<file path="config.mk">
export PLATFORM = sky130hd
export DESIGN_NAME = cfd_timer
export DESIGN_NICKNAME = d
export VERILOG_FILES = /design/src/rtl/cfd_pkg.sv /design/src/rtl/cfd_buf.sv /design/src/rtl/cfd_div.sv /design/src/rtl/cfd_timer.sv
export SDC_FILE = /design/constraint.sdc
export NUM_CORES = 2
export LEC_CHECK = 0
export ABC_AREA = 0
export BUFFER_PORTS_ARGS = -buffer_cell sky130_fd_sc_hd__buf_2
export CAP_MARGIN = 20
export CORE_ASPECT_RATIO = 0.9
export CORE_UTILIZATION = 60
export DETAILED_ROUTE_END_ITERATION = 10
export GPL_TIMING_DRIVEN = 0
export PLACE_DENSITY = 0.76
export RECOVER_POWER = 50
export SETUP_SLACK_MARGIN = 0.5
export SYNTH_ARGS = -nofsm -noshare
export SYNTH_HDL_FRONTEND = slang
export SYNTH_SLANG_ARGS = --single-unit
</file>
<file path="constraint.sdc">
create_clock -name clk -period 7.4 [get_ports clk]
set_clock_uncertainty 0.15 [all_clocks]
set_input_delay 1.11 -clock clk [delete_from_list [all_inputs] [get_ports clk]]
set_output_delay 1.11 -clock clk [all_outputs]
set_load 0.1 [all_outputs]
</file>
<file path="src/rtl/cfd_pkg.sv">
package cfd_pkg;
    typedef enum logic [2:0] {
        ST_IDLE,
        ST_CAPTURE,
        ST_THRESH,
        ST_SCAN,
        ST_DIVIDE
    } cfd_state_t;
endpackage

</file>
<file path="src/rtl/cfd_buf.sv">
module cfd_buf #(
    parameter int DW  = 12,
    parameter int WIN = 64,
    parameter int IW  = 6
) (
    input  logic          clk,
    input  logic          we,
    input  logic [IW-1:0] waddr,
    input  logic [DW-1:0] wdata,
    input  logic [IW-1:0] raddr,
    output logic [DW-1:0] rdata_lo,
    output logic [DW-1:0] rdata_hi
);
    logic [DW-1:0] mem [WIN];
    logic [IW-1:0] raddr_nx;

    always_ff @(posedge clk) begin
        if (we) mem[waddr] <= wdata;
    end

    assign raddr_nx = raddr + 1'b1;
    assign rdata_lo = mem[raddr];
    assign rdata_hi = mem[raddr_nx];
endmodule

</file>
<file path="src/rtl/cfd_div.sv">
module cfd_div #(
    parameter int DW = 12,
    parameter int FW = 8,
    localparam int CW = $clog2(FW + 2)
) (
    input  logic          clk,
    input  logic          rst_n,
    input  logic          start,
    input  logic [DW-1:0] num,
    input  logic [DW-1:0] den,
    output logic          done,
    output logic [FW:0]   quo
);
    logic [DW:0]   rem;
    logic [DW-1:0] den_q;
    logic [CW-1:0] cnt;
    logic          busy;
    logic          ge;
    logic [DW:0]   diff;

    assign ge   = rem >= {1'b0, den_q};
    assign diff = ge ? rem - {1'b0, den_q} : rem;

    always_ff @(posedge clk or negedge rst_n) begin
        if (!rst_n) begin
            rem   <= '0;
            den_q <= '0;
            cnt   <= '0;
            busy  <= 1'b0;
            done  <= 1'b0;
            quo   <= '0;
        end else begin
            done <= 1'b0;
            if (start && !busy) begin
                rem   <= {1'b0, num};
                den_q <= den;
                cnt   <= CW'(FW + 1);
                busy  <= 1'b1;
                quo   <= '0;
            end else if (busy) begin
                rem <= diff << 1;
                quo <= {quo[FW-1:0], ge};
                cnt <= cnt - 1'b1;
                if (cnt == CW'(1)) begin
                    busy <= 1'b0;
                    done <= 1'b1;
                end
            end
        end
    end

    // a fraction never exceeds one full sample step
    assert_quotient_bound_R5: assert property (@(posedge clk) disable iff (!rst_n)
        done |-> (quo <= (FW+1)'(1 << FW)));
endmodule

</file>
<file path="src/rtl/cfd_timer.sv">
module cfd_timer
    import cfd_pkg::*;
#(
    parameter int DW  = 12,
    parameter int WIN = 64,
    parameter int KW  = 16,
    parameter int FW  = 8,
    localparam int IW = $clog2(WIN),
    localparam int TW = IW + FW
) (
    input  logic          clk,
    input  logic          rst_n,
    input  logic          in_valid,
    input  logic          in_first,
    input  logic          in_last,
    input  logic [DW-1:0] in_sample,
    input  logic [DW-1:0] pedestal,
    input  logic [KW-1:0] frac_k,
    output logic          t_valid,
    output logic          t_error,
    output logic [TW-1:0] t_time
);
    cfd_state_t state_q, state_d;

    logic [IW-1:0]    wr_cnt, wr_addr, peak_idx, scan_idx;
    logic [DW-1:0]    peak_val, thr_q, corr, s_lo, s_hi, thr_calc;
    logic [DW+KW-1:0] prod;
    logic             accept, last_now, hit, div_start, div_done;
    logic [FW:0]      quo;

    // pedestal removal with clamp
    assign corr     = (in_sample > pedestal) ? in_sample - pedestal : '0;
    assign accept   = in_valid && ((state_q == ST_IDLE && in_first) || state_q == ST_CAPTURE);
    assign wr_addr  = (state_q == ST_IDLE) ? '0 : wr_cnt;
    assign last_now = accept && (in_last || wr_addr == IW'(WIN - 1));

    // threshold as a fraction of the peak
    assign prod     = (DW+KW)'(peak_val) * (DW+KW)'(frac_k);
    assign thr_calc = DW'(prod >> KW);

    // straddle test on the current scan pair
    assign hit       = (s_lo < thr_q) && (thr_q <= s_hi);
    assign div_start = (state_q == ST_SCAN) && hit;

    cfd_buf #(.DW(DW), .WIN(WIN), .IW(IW)) u_buf (
        .clk      (clk),
        .we       (accept),
        .waddr    (wr_addr),
        .wdata    (corr),
        .raddr    (scan_idx),
        .rdata_lo (s_lo),
        .rdata_hi (s_hi)
    );

    cfd_div #(.DW(DW), .FW(FW)) u_div (
        .clk   (clk),
        .rst_n (rst_n),
        .start (div_start),
        .num   (thr_q - s_lo),
        .den   (s_hi - s_lo),
        .done  (div_done),
        .quo   (quo)
    );

    always_ff @(posedge clk or negedge rst_n) begin
        if (!rst_n) state_q <= ST_IDLE;
        else        state_q <= state_d;
    end

    always_comb begin
        state_d = state_q;
        unique case (state_q)
            ST_IDLE:    if (accept) state_d = last_now ? ST_THRESH : ST_CAPTURE;
            ST_CAPTURE: if (last_now) state_d = ST_THRESH;
            ST_THRESH:  state_d = (peak_idx == '0) ? ST_IDLE : ST_SCAN;
            ST_SCAN: begin
                if (hit)                  state_d = ST_DIVIDE;
                else if (scan_idx == '0)  state_d = ST_IDLE;
            end
            ST_DIVIDE:  if (div_done) state_d = ST_IDLE;
            default:    state_d = ST_IDLE;
        endcase
    end

    always_ff @(posedge clk or negedge rst_n) begin
        if (!rst_n) begin
            wr_cnt   <= '0;
            peak_val <= '0;
            peak_idx <= '0;
            thr_q    <= '0;
            scan_idx <= '0;
            t_valid  <= 1'b0;
            t_error  <= 1'b0;
            t_time   <= '0;
        end else begin
            t_valid <= 1'b0;
            t_error <= 1'b0;
            unique case (state_q)
                ST_IDLE, ST_CAPTURE: begin
                    if (accept) begin
                        wr_cnt <= wr_addr + 1'b1;
                        // first occurrence of the largest value wins
                        if (state_q == ST_IDLE || corr > peak_val) begin
                            peak_val <= corr;
                            peak_idx <= wr_addr;
                        end
                    end
                end
                ST_THRESH: begin
                    thr_q    <= thr_calc;
                    scan_idx <= peak_idx - 1'b1;
                    if (peak_idx == '0) t_error <= 1'b1;
                end
                ST_SCAN: begin
                    if (!hit) begin
                        if (scan_idx == '0) t_error <= 1'b1;
                        else                scan_idx <= scan_idx - 1'b1;
                    end
                end
                ST_DIVIDE: begin
                    if (div_done) begin
                        t_valid <= 1'b1;
                        t_time  <= {scan_idx, {FW{1'b0}}} + TW'(quo);
                    end
                end
                default: ;
            endcase
        end
    end

    assert_exclusive_flags_R6: assert property (@(posedge clk) disable iff (!rst_n)
        !(t_valid && t_error));
    assert_valid_pulse_R7: assert property (@(posedge clk) disable iff (!rst_n)
        t_valid |=> !t_valid);
    assert_error_pulse_R7: assert property (@(posedge clk) disable iff (!rst_n)
        t_error |=> !t_error);
    assert_scan_below_peak_R4: assert property (@(posedge clk) disable iff (!rst_n)
        (state_q == ST_SCAN) |-> (scan_idx < peak_idx));
    assert_thr_not_above_peak_R3: assert property (@(posedge clk) disable iff (!rst_n)
        (state_q == ST_SCAN) |-> (thr_q <= peak_val));
endmodule

</file>
; Word level (Yosys, flattened, before mapping)
; Memory sizes are Yosys's and may differ from the RTL's.
; Index checks and enable logic that the tools add are counted.
[word_totals]
regBits = 101
mem_bits_rw = 768
inputBits = 45
wordCells = 99
mem_count = 1
[classes]
addsub = 10
n_mul = 1
n_lt_le_gt_ge = 5
eq_ne = 12
muxes = 34
n_reduce_logical = 21
[memory_table]
columns = memory, depth, word_bits, read_ports, rd_clocked_by_memory_dff, wr, line_no
row1 = u_buf.mem, 64, 12, 2, 0, 1, cfd_buf.sv:14  ; logic [DW-1:0] mem [WIN];
[op_table]
columns = operator, count
row1 = 12-bit subtractor, 4
row2 = 12-bit by 16-bit multiplier with 28-bit output, 1
row3 = 13-bit 2-to-1 mux, 2
row4 = 12-bit greater-than comparator, 2
row5 = 12-bit 2-to-1 mux, 2
row6 = 6-bit 2-to-1 mux, 3
row7 = 9-bit 2-to-1 mux, 2
row8 = 3-bit 2-to-1 mux, 5
row9 = 3-bit one-hot mux with 5 select lines, 1
row10 = 14-bit by 9-bit adder with 14-bit output, 1
row11 = 13-bit by 12-bit greater-or-equal comparator with 1-bit output, 1
row12 = 1-bit 2-to-1 mux, 13
row13 = "6-bit by 1-bit adder with 6-bit output, second input constant", 2
row14 = 12-bit <= comparator, 1
row15 = 6-bit logical NOT, 2
row16 = 12-bit less-than comparator, 1
row17 = 6-bit one-hot mux with 2 select lines, 1
row18 = "6-bit by 1-bit subtractor with 6-bit output, second input constant", 2
row19 = 4-bit 2-to-1 mux, 2
row20 = "2-bit inequality test, second input constant", 4
row21 = "3-bit by 2-bit == test with 1-bit output, second input constant", 2
row22 = "6-bit == test, second input constant", 1
row23 = 1-bit logical AND, 6
row24 = 3-bit AND reduction, 2
row25 = other kinds (15), 20

; Logic depth before layout (Yosys ltp)
[depth]
ltp_word = 8
mapped_depth = 23
ltp_nobuf = 20

; By module
; A second synthesis with hierarchy kept.
[hier_totals]
cells_unflattened = 3176
area_unflattened_um2 = 48642.9
[by_module_without_submodules]
columns = module, instances, cells_each, area_each_um2, seq_area_each_um2
row1 = cfd_buf, 1, 1698, 35665.5, 23062.1
row2 = cfd_timer, 1, 1231, 10601.4, 1526.5
row3 = cfd_div, 1, 247, 2376.0, 1001.0

; Worst setup path after synthesis
; No wires, ideal clock.
[synth_timing]
path_type = input to register
startpoint = in in_sample[0]
endpoint = reg peak_val[1]
setup_time_ps = 128
arrival_time_ps = 7467
t_required_ps = 7122
path_slack_ps = -345
cell_stages = 18
path_cell_list = inv_1 -> ha_1 -> fa_1 -> nor2b_1 -> o21ai_0 -> a21oi_1 -> o31ai_1 -> a21boi_1 -> o2111ai_1 -> and2_0 -> clkbuf_1 -> nor3_1 -> ha_1 -> a21oi_1 -> inv_1 -> a2111oi_2 -> o21ai_2 -> mux2_2
[synth_between]
elab_chain_cells = 5
word_cells_on_any_way = 6
[synth_lines]
columns = item, line_no
row1 = from (decl), cfd_timer.sv:16  ; input logic [DW-1:0] in_sample,
row2 = 12-bit subtractor / 12-bit greater-than comparator (equally long branches), cfd_timer.sv:32  ; assign corr = (in_sample > pedestal) ? in_sample - pedestal : '0;
row3 = 12-bit 2-to-1 mux *, cfd_timer.sv:32
row4 = net corr[11], cfd_timer.sv:26  ; logic [DW-1:0] peak_val, thr_q, corr, s_lo, s_hi, thr_calc;
row5 = 12-bit greater-than comparator *, cfd_timer.sv:103  ; if (state_q == ST_IDLE || corr > peak_val) begin
row6 = 1-bit logical OR *, cfd_timer.sv:103
row7 = 3-bit AND reduction (no line) *, --
row8 = to (signal assigned), cfd_timer.sv:104  ; peak_val <= corr;
row9 = to (decl), cfd_timer.sv:26
; The timed path passes the listed nets; every way through them passes the cells marked *.
; A chain may end at the register's enable or synchronous reset.

; Worst setup path in the final report
[layout_timing]
startpoint = reg scan_idx[0]
endpoint = reg scan_idx[0]
[layout_between]
elab_chain_cells = 6
word_cells_on_any_way = 13
[layout_lines]
columns = item, line_no
row1 = from (decl), cfd_timer.sv:25  ; logic [IW-1:0] wr_cnt, wr_addr, peak_idx, scan_idx;
row2 = from (signal assigned), cfd_timer.sv:111  ; scan_idx <= peak_idx - 1'b1;
row3 = from (signal assigned), cfd_timer.sv:117  ; else scan_idx <= scan_idx - 1'b1;
row4 = 6-bit by 1-bit adder with 6-bit output, cfd_buf.sv:21  ; assign raddr_nx = raddr + 1'b1;
row5 = memory read 64 x 12 bit, --
row6 = 12-bit <= comparator, cfd_timer.sv:42  ; assign hit = (s_lo < thr_q) && (thr_q <= s_hi);
row7 = 1-bit logical AND, cfd_timer.sv:42
row8 = 2-bit inequality test (no line), --
row9 = 3-bit AND reduction (no line), --
; Parallel ways exist; a longest one is shown, timed or not. The select of a mux whose other input is x is not followed.

==> qor.yml <==
num_rows: 98
synth_seq_area_share_pct: 52.6
ctsLongestPathBuffers: 3
grt_max_degree: 72
crit_arrival_ns: 7.28
initial_core_util_pct: 60.9
worstSetupStartpointType: "flop"
violations: "max-capacitance violations, max-slew violations"
r2r_cells: 21
critPathTopFamily: "buffers and inverters"
period_minus_slack_ns: 6.88
layout_common_cells: "edfxtp_1, mux4_2, nand2_1"
root_buffer: "clkbuf_16"
synth.distinct_cells: 75
area_delta_synth_final_pct: 12.0
critPathMaxStageDelay_ns: 0.56
cap_viol_max_count: 15
yosysTopAreaCellShare_pct: 47.4
postRouteAntennaNets: 0
htree_levels: 3
crit_fanout: 10
cts.sinks: 869
holdCritPathClass: "reg2reg"
avgSynthCellArea_um2: 16.0
dpl.hpwl_um: 110000
hold_violations: 0
nets: 3598
worst_path_max_delay_cell: "mux4_2"
cts_tree: "built"
yosysWarnings: 0
antenna_found_initial: 13
ys_ff_latch: 869
clk_pin_slew_ns: 0.06
cp.buffers_inverters: 8
synth_area_leaders: "edfxtp_1, mux4_2, fa_1"
drt_first_pass_iters: 8
required_ns: 7.81
drt_iter0_drc: 5139
synthesis.nets: 3363
routed_via_density: 7.39
setup_viol: 0
drive_gt1_share_pct: 26.2
crit_cells: 21
min_delay_path_depth: 2
via_count: 32500
netlist.top_cell.by_area: "edfxtp_1"
dieArea_um2: 82200
coreArea_um2: 79800
grt_pass1_vias: 32100
ios: 61
fin_crit_sh_pct: 92.9
path_cells: "buf_6, buf_6, clkbuf_4, buf_6, inv_2, ha_1, clkbuf_2, clkbuf_2, mux4_2, mux4_2, mux4_2, inv_2, ha_1, a21o_1, a21o_1, a21oi_1, nand2_1, o21ai_4, nand2_1, a31oi_4, mux2_2"
grt_use_total_pct: 39.5
drt_wl_total_um: 160000
synth-edff-count: 768
drcViolationCount: 0
fmax_mhz: 145
rsz0062_at_grt: "no"
die_h_um: 272
wl_per_cell_um: 36.4
syn-cell-area_um2: 48600
grt_pass1_wl_um: 226000
port_buffers: 60
tightest_slew_ns: 3.96
report.final.slew_viol_count: 316
cts_buffers: 88
syn_inst: 3034
synth_flop_cell: "edfxtp_1"
critical_path_class: "reg2reg"
clkLatencyLatePin_ns: 0.68
relSlewSlack_pct: -164
status: "finished with violations"
final_common_cell: "edfxtp_1"
die_w_um: 302
finish.utilization_pct: 68.2
ctsHoldBuffers: 0
async_flop_share_pct: 11.6
whs_ns: 0.354
grt_overflow_total: 0
routabilityCongestion: 1.03
end_kind: "flop"
Yosys cell counts, types with 8 or more instances:
master	number
a21o_1	29
a21oi_1	68
a31oi_1	13
and2_1	76
and3_1	8
buf_1	11
buf_2	46
buf_6	22
clkbuf_1	100
dfrtp_1	101
edfxtp_1	768
fa_1	143
ha_1	141
inv_1	220
inv_2	14
mux2_2	26
mux2i_1	47
mux4_2	482
nand2_1	222
nand3_1	33
nand4_1	19
nor2_1	127
nor2b_1	15
nor3_1	33
o211ai_1	15
o21a_1	24
o21ai_0	52
o21ai_1	11
o31ai_1	17
or3_1	10
xnor2_1	22
xor2_1	27
routing by layer:
layer / global-route usage (%) / vias up / part of all wire (%)
met1: 51.4 / 16500 / 33
met3: 15.2 / 634 / 16
met2: 58.3 / 3029 / 45
met4: 20.0 / 16 / 6.3
li1: - / 12400 / -
met5: 1.86 / - / 0.32
worst reg2reg max path, stage by stage (launching register included):
cell and delay (ns):
dfrtp_1 0.54, buf_6 0.25, buf_6 0.21, clkbuf_4 0.30, buf_6 0.28, inv_2 0.07
ha_1 0.38, clkbuf_2 0.43, clkbuf_2 0.52, mux4_2 0.39, mux4_2 0.53, mux4_2 0.56
inv_2 0.08, ha_1 0.25, a21o_1 0.18, a21o_1 0.17, a21oi_1 0.20, nand2_1 0.14
o21ai_4 0.28, nand2_1 0.22, a31oi_4 0.27, mux2_2 0.36
repair_timing:
action | 4_1_cts | 5_1_grt
buffers inserted | 0 | 5
resized for setup | 58 | 35
cloned | 0 | 3
setup endpoints to repair | 49 | 52
pin swaps | 0 | 4
kinds of logic (layout without fill, tap and decap cells):
kind of cell    Yosys count  count (layout)  share of synthesized area, %
other cells               0               9                             0
mux                     555             555                          23.9
flops                   869             869                          52.6
buf+inv                 416             719                          3.69
xor+xnor                 49              49                         0.883
simple gates            573             576                          5.47
compound gates          288             288                          3.89
fa+ha+maj               284             284                          9.52
cell type report:
cell class                 instances  area [um2]
antenna                            9        22.5
buffer                           181        1070
clock buffer                     107        2380
clock inverter                    54         672
fill                            5203       25400
inverter                         235         882
multi-input combinational       1752       21400
sequential                       869       25600
tap                             1050        1310
timing repair buffer             142        1040
through the flow:
step | TNS [ns] | cells | area (um2) | worst slack (ns)
floorplan | 0 | 3034 | 48600 | 0.519
CTS | 0 | 4379 | 54700 | 0.510
global placement | -257.87 | 4144 | 50200 | -2.13
detailed placement | -77.11 | 4218 | 51500 | -1.89
global route | 0 | 4390 | 54400 | 0.321
finish | 0 | 4399 | 54400 | 0.523
sequential cells by signal, indices dropped and copies added (netlist names), 3 cells and up:
register / flops
peak_idx: 6
peak_val: 12
scan_idx: 6
state_q: 3
t_time: 14
thr_q: 12
u_buf.mem: 768
u_div.cnt: 4
u_div.den_q: 12
u_div.quo: 9
u_div.rem: 13
wr_cnt: 6
worst paths after layout:
kind                                  start     endpoint  slack, ns
worst min-delay path               thr_q[0]     thr_q[0]       0.35
max in group asynchronous             rst_n   u_div.busy       1.65
worst max register to register  scan_idx[0]  scan_idx[0]       0.52
worst max-delay path            scan_idx[0]  scan_idx[0]       0.52
worst min register to register     thr_q[0]     thr_q[0]       0.35
min in group asynchronous             rst_n  peak_val[5]       0.84
Power is not shown: default switching activity piles up to over one toggle a cycle in this logic, so the estimate is an artifact.
